<file path="src/rtl/madd_pkg.sv">
package madd_pkg;

    typedef enum logic {
        C_LATE   = 1'b0,
        C_JOINED = 1'b1
    } c_mode_e;

    function automatic int prod_width(input int w);
        return 2 * w;
    endfunction

    function automatic int sum_width(input int w);
        return 2 * w + 1;
    endfunction

endpackage

</file>
<file path="src/rtl/madd_seg_load.sv">
module madd_seg_load
    import madd_pkg::*;
#(
    parameter int W      = 8,
    parameter int C_MODE = 0
) (
    input  logic         clk,
    input  logic         rst,
    input  logic         in_valid,
    input  logic [W-1:0] in_a,
    input  logic [W-1:0] in_b,
    input  logic [W-1:0] in_c,
    output logic         s1_valid,
    output logic [W-1:0] s1_a,
    output logic [W-1:0] s1_b,
    output logic [W-1:0] s1_c
);

    always_ff @(posedge clk) begin
        if (rst) begin
            s1_valid <= 1'b0;
        end else begin
            s1_valid <= in_valid;
        end
    end

    always_ff @(posedge clk) begin
        if (in_valid) begin
            s1_a <= in_a;
            s1_b <= in_b;
        end
    end

    generate
        if (c_mode_e'(C_MODE) == C_JOINED) begin : g_c_joined
            logic [W-1:0] c_hold;
            always_ff @(posedge clk) begin
                if (in_valid) begin
                    c_hold <= in_c;
                end
            end
            assign s1_c = c_hold;
        end else begin : g_c_late
            assign s1_c = in_c;
        end
    endgenerate

    AST_S1_TRACK: assert property (@(posedge clk) disable iff (rst)
        in_valid |=> s1_valid);

endmodule

</file>
<file path="src/rtl/madd_seg_mul.sv">
module madd_seg_mul
    import madd_pkg::*;
#(
    parameter int W = 8
) (
    input  logic                      clk,
    input  logic                      rst,
    input  logic                      s1_valid,
    input  logic [W-1:0]              s1_a,
    input  logic [W-1:0]              s1_b,
    input  logic [W-1:0]              s1_c,
    output logic                      s2_valid,
    output logic [prod_width(W)-1:0]  s2_prod,
    output logic [W-1:0]              s2_c
);

    localparam int PW = prod_width(W);
    localparam logic [PW-1:0] OP_MAX   = {{W{1'b0}}, {W{1'b1}}};
    localparam logic [PW-1:0] PROD_MAX = OP_MAX * OP_MAX;

    logic [PW-1:0] prod_d;
    assign prod_d = PW'(s1_a) * PW'(s1_b);

    always_ff @(posedge clk) begin
        if (rst) begin
            s2_valid <= 1'b0;
        end else begin
            s2_valid <= s1_valid;
        end
    end

    always_ff @(posedge clk) begin
        if (s1_valid) begin
            s2_prod <= prod_d;
            s2_c    <= s1_c;
        end
    end

    AST_PROD_BOUND: assert property (@(posedge clk) disable iff (rst)
        s2_valid |-> (s2_prod <= PROD_MAX));

endmodule

</file>
<file path="src/rtl/madd_seg_add.sv">
module madd_seg_add
    import madd_pkg::*;
#(
    parameter int W = 8
) (
    input  logic                      clk,
    input  logic                      rst,
    input  logic                      s2_valid,
    input  logic [prod_width(W)-1:0]  s2_prod,
    input  logic [W-1:0]              s2_c,
    output logic                      s3_valid,
    output logic [sum_width(W)-1:0]   s3_sum
);

    localparam int PW = prod_width(W);
    localparam int SW = sum_width(W);
    localparam logic [SW-1:0] OP_MAX  = SW'({W{1'b1}});
    localparam logic [SW-1:0] SUM_MAX = OP_MAX * OP_MAX + OP_MAX;

    logic [SW-1:0] sum_d;
    assign sum_d = SW'(s2_prod) + SW'(s2_c);

    always_ff @(posedge clk) begin
        if (rst) begin
            s3_valid <= 1'b0;
        end else begin
            s3_valid <= s2_valid;
        end
    end

    always_ff @(posedge clk) begin
        if (s2_valid) begin
            s3_sum <= sum_d;
        end
    end

    AST_NO_OVERFLOW: assert property (@(posedge clk) disable iff (rst)
        s3_valid |-> (s3_sum <= SUM_MAX));

    AST_SUM_FLOOR: assert property (@(posedge clk) disable iff (rst)
        s2_valid |=> (s3_sum >= SW'($past(s2_c))));

    AST_SUM_PROD: assert property (@(posedge clk) disable iff (rst)
        s2_valid |=> (s3_sum >= SW'($past(s2_prod))));

endmodule

</file>
<file path="src/rtl/madd_pipe.sv">
module madd_pipe
    import madd_pkg::*;
#(
    parameter int W      = 8,
    parameter int C_MODE = 0
) (
    input  logic                  clk,
    input  logic                  rst,
    input  logic                  in_valid,
    input  logic [W-1:0]          in_a,
    input  logic [W-1:0]          in_b,
    input  logic [W-1:0]          in_c,
    output logic                  out_valid,
    output logic [2*W:0]          out_sum
);

    localparam int PW = prod_width(W);
    localparam int SW = sum_width(W);

    logic          s1_valid;
    logic [W-1:0]  s1_a;
    logic [W-1:0]  s1_b;
    logic [W-1:0]  s1_c;
    logic          s2_valid;
    logic [PW-1:0] s2_prod;
    logic [W-1:0]  s2_c;
    logic [SW-1:0] s3_sum;

    madd_seg_load #(.W(W), .C_MODE(C_MODE)) u_load (
        .clk      (clk),
        .rst      (rst),
        .in_valid (in_valid),
        .in_a     (in_a),
        .in_b     (in_b),
        .in_c     (in_c),
        .s1_valid (s1_valid),
        .s1_a     (s1_a),
        .s1_b     (s1_b),
        .s1_c     (s1_c)
    );

    madd_seg_mul #(.W(W)) u_mul (
        .clk      (clk),
        .rst      (rst),
        .s1_valid (s1_valid),
        .s1_a     (s1_a),
        .s1_b     (s1_b),
        .s1_c     (s1_c),
        .s2_valid (s2_valid),
        .s2_prod  (s2_prod),
        .s2_c     (s2_c)
    );

    madd_seg_add #(.W(W)) u_add (
        .clk      (clk),
        .rst      (rst),
        .s2_valid (s2_valid),
        .s2_prod  (s2_prod),
        .s2_c     (s2_c),
        .s3_valid (out_valid),
        .s3_sum   (s3_sum)
    );

    assign out_sum = s3_sum;

    // clocks since reset, saturating at 3, for the latency checks
    logic [1:0] age_q;
    always_ff @(posedge clk) begin
        if (rst) begin
            age_q <= 2'd0;
        end else if (age_q != 2'd3) begin
            age_q <= age_q + 2'd1;
        end
    end

    AST_WARMUP_QUIET: assert property (@(posedge clk) disable iff (rst)
        (age_q != 2'd3) |-> !out_valid);

    AST_LATENCY: assert property (@(posedge clk) disable iff (rst)
        ((age_q == 2'd3) && $past(in_valid, 3)) |-> out_valid);

    AST_NO_GHOST: assert property (@(posedge clk) disable iff (rst)
        ((age_q == 2'd3) && out_valid) |-> $past(in_valid, 3));

endmodule

</file>
<file path="config.mk">
export PLATFORM = sky130hd
export DESIGN_NAME = madd_pipe
export DESIGN_NICKNAME = d
export VERILOG_FILES = /design/src/rtl/madd_pkg.sv /design/src/rtl/madd_seg_load.sv /design/src/rtl/madd_seg_mul.sv /design/src/rtl/madd_seg_add.sv /design/src/rtl/madd_pipe.sv
export SDC_FILE = /design/constraint.sdc
export NUM_CORES = 1
export LEC_CHECK = 0
export BUFFER_PORTS_ARGS = -buffer_cell sky130_fd_sc_hd__buf_2
export CAP_MARGIN = 20
export CORE_ASPECT_RATIO = 1.5
export CORE_MARGIN = 10
export CORE_UTILIZATION = 45
export DETAILED_ROUTE_END_ITERATION = 8
export PLACE_DENSITY_LB_ADDON = 0.2
export SLEW_MARGIN = 40
export SYNTH_ARGS = -nofsm -noshare
export SYNTH_HDL_FRONTEND = slang
export SYNTH_SLANG_ARGS = --single-unit
</file>
<file path="constraint.sdc">
create_clock -name clk -period 5.6 [get_ports clk]
set_input_delay 0.84 -clock clk [delete_from_list [all_inputs] [get_ports clk]]
set_output_delay 0.84 -clock clk [all_outputs]
set_load 0.05 [all_outputs]
</file>
==> summary.txt <==
Timing
  • Setup TNS: 0 ps
  • Final Skew: approximately 5.9 ps
  • Tcrit/Tclk final: 0.7957
  • Hold Vio Cnt, Final: 0
  • Worst Max-Slew Pin Slew: approximately 760 ps
  • Relative slew slack: 0.4934
  • Final worst slack: approximately 1100 ps
  • Fmax: approximately 220 MHz
  • Final setup fails: 0
  • Slew Limit Fails: 0
  • RSZ-0062 raised after global routing: no
  • Min Tclk post-route: ~4500 ps

Route
  • Routed len/inst: roughly 13 um
  • Total routed wirelength: 7476 um
  • DR iter-0 viols: 69
  • Post-route ant nets: 0
  • Vias post-DR: around 2800
  • 1st-pass router iterations: 4
  • # DRC: 0
  • DR vias/cell: 5.086

Layout
  • Final Util: 0.5257
  • Synthesis-to-layout area growth: 14.45%
  • N_diodes: 0
  • Final instance area: between 0.005 and 0.006 mm2
  • Final std cells w/o fill: between 500 and 600
  • Share of cells above drive strength 1: 0.1523
  • Nets: about 540

CTS
  • Root buf cell: clkbuf_16
  • Clk Latency, worst-skew pair: approximately 330 ps
  • CTS tree: done
  • Clock buffer depth: 2
  • CTS buffer count: 9
  • Clock Sinks: 60
  • Post-CTS Resized: 0
  • Post-CTS Setup Bufs: 0
  • Hold-fix buffers, CTS: 0
  • Max H-tree Level: 3
  • Clock-pin transition on the worst setup and hold timing paths: approximately 60 ps

Floorplanning
  • Core Box Area: 0.009689 mm2
  • I/O Pins: between 40 and 50
  • Chip height: 141.8 um
  • Number of core rows: 44
  • Starting Density: 0.4593
  • Die X-Extent: 101.2 um
  • Die area: 0.01435 mm2

Global routing
  • Largest net degree at the start of global routing: 26
  • Initial antenna violation count: 0
  • Global-route wire length before repair: between 10000 and 15000 um
  • Overflow after GRT: 0
  • Vias in the first global route: roughly 3000
  • Total GRT Usage: 0.1115

Flow run
  • Max_cap viols: 0

Power and ir drop
  • Sw Ratio: 0.3886
  • Seq pwr share: 0.294
  • Peak VDD IR: around 0.42 mV
  • Clk pwr share: 0.220
  • Logic pwr share: 0.486
  • Pwr/cell area: about 450 mW/mm2
  • Leak: approximately 2.3 nW
  • Sw power: slightly below 0.0009 W
  • Pint: around 0.0014 W

Setup path
  • Critical Path Sink Type: flop
  • Worst Path Max Fanout: 8
  • CP Launch Type: flop
  • Data required, critical path: ~5700 ps
  • Critical path type: flop to flop
  • Worst endpoint data arrival time: between 4000 and 5000 ps

Placed design
  • PortBufs: 44
  • Hpwl dp: 6238 um
  • Dpl ws: 1159 ps
  • Post-DP Area: ~0.0048 mm2
  • GPL Wtd Cong: about 0.82
  • Placed cells: about 540

Yosys
  • Netlist cell types: 37
  • Post-Synthesis Net Count: between 400 and 500
  • Post-synth top area share: 0.3846
  • Synth top area cells: edfxtp_1 (38%), fa_1 (17%), ha_1 (12%)
  • Mapped Cells: 380
  • Register bit total from synthesis: 60
  • Synthesized area: about 0.0045 mm2
  • Synth warn: 0
  • Seq/Total Area, Yosys: 0.3981
  • Mapped Avg Cell Area: between 10 and 15 um2
  • Synth area leader: edfxtp_1

Hold path
  • Type of the worst min-delay path: flop to flop

Status
  • Status: complete, no violations
## logic make-up after synthesis
family / count (synthesis) / share of synthesized area
flip-flops: 60 / 0.3981
AO/OA/AOI/OAI: 50 / 0.08659
buffers and inverters: 55 / 0.04639
AND/OR/NAND/NOR: 116 / 0.1434
XOR/XNOR: 18 / 0.03542
adder cells (fa/ha/maj): 81 / 0.2901
## final timing paths
path,startpoint,to,depth (start not counted),slack (ps)
min,u_mul.s2_c[0]$_DFFE_PP_,u_add.s3_sum[0]$_DFFE_PP_,1,540
min reg2reg,u_mul.s2_c[0]$_DFFE_PP_,u_add.s3_sum[0]$_DFFE_PP_,1,540
max,u_load.s1_b[7]$_DFFE_PP_,u_mul.s2_prod[14]$_DFFE_PP_,13,1140
max reg2reg,u_load.s1_b[7]$_DFFE_PP_,u_mul.s2_prod[14]$_DFFE_PP_,13,1140
## state kept, by name, indices dropped and copies added (netlist names)
signal and cells:
u_mul.s2_valid 1, u_load.s1_b 8, u_add.s3_sum 17, u_load.s1_a 8, u_mul.s2_prod 16, u_mul.s2_c 8, u_add.s3_valid 1, u_load.s1_valid 1
## cells in the mapped netlist
library cell  instances
or3_1                 4
ha_1                 44
o221ai_2              2
o2111ai_1             1
a211o_1               2
nand4_1               3
a21o_1                2
nor2b_1               4
o22a_1                1
nand3_1               3
nor3_1                5
nor2_1                9
or2_1                 1
nand2_1              24
and2_1               54
xnor2_1              11
and3_1                5
fa_1                 37
a21oi_1              10
o21ba_2               1
edfxtp_1             57
o21ai_0               8
o211ai_1              3
and3_4                1
dfxtp_1               3
o31ai_4               1
a31oi_1               2
o21ai_1               1
xor2_1                7
o31a_1                1
o21a_1                4
inv_1                55
nand2b_1              3
a211oi_1              7
a2111oi_4             1
o211a_1               1
a21boi_0              2
## layout make-up
| class | count | area (um2) |
|---|---|---|
| fill | 845 | 4596 |
| multi-input combinational | 265 | 2472 |
| sequential | 60 | 1773 |
| clock buffer | 9 | 225.2 |
| timing repair buffer | 44 | 220.2 |
| inverter | 55 | 206.4 |
| tap | 115 | 143.9 |
| clock inverter | 7 | 52.55 |
## worst max-delay path, stage by stage (launching register included)
cell      delay, ps
edfxtp_1        510
and2_1          210
fa_1            500
fa_1            520
fa_1            540
inv_1            50
fa_1            530
inv_1            40
ha_1            260
or2_1           290
a211o_1         240
a31oi_1         250
o21ai_1         100
xor2_1          140
## power groups by stage
stage / clock network (W) / registers, W / logic (W)
finish: 0.000503 / 0.000674 / 0.00111
global route: 0.000535 / 0.000683 / 0.00128
CTS: 0.000514 / 0.000675 / 0.00112
detailed placement: 0 / 0.000684 / 0.00111
global placement: 0 / 0.000682 / 0.00108
floorplan: 0 / 0.000703 / 0.000866
## per-stage QoR
step                total power [W]  hold WS (ps)
floorplan                  0.001569         512.8
global placement           0.001759         518.5
detailed placement         0.001795         530.3
CTS                        0.002309         544.2
global route               0.002496         562.0
finish                     0.002291         537.1
## cells in the final DEF, fill, tap and decap left out, drive strengths merged, types with 5 or more instances in the layout
cell    Yosys  layout
a211oi      7       7
a21oi      10      10
and2       54      54
and3        6       6
buf         0      44
clkbuf      0       9
edfxtp     57      57
fa         37      37
ha         44      44
inv        55      56
nand2      24      24
nor2        9       9
nor3        5       5
o21ai       9       9
xnor2      11      11
xor2        7       7
## routing by layer
metal  GRT usage  routed length [um]  vias to the layer above
met4     0.04489                 110                        0
met5           0                   0                        -
met1      0.1150                2877                     1359
met3     0.03209                 396                        9
li1            -                   -                     1406
met2      0.2024                4092                       49
(Power assumes the default switching activity.)
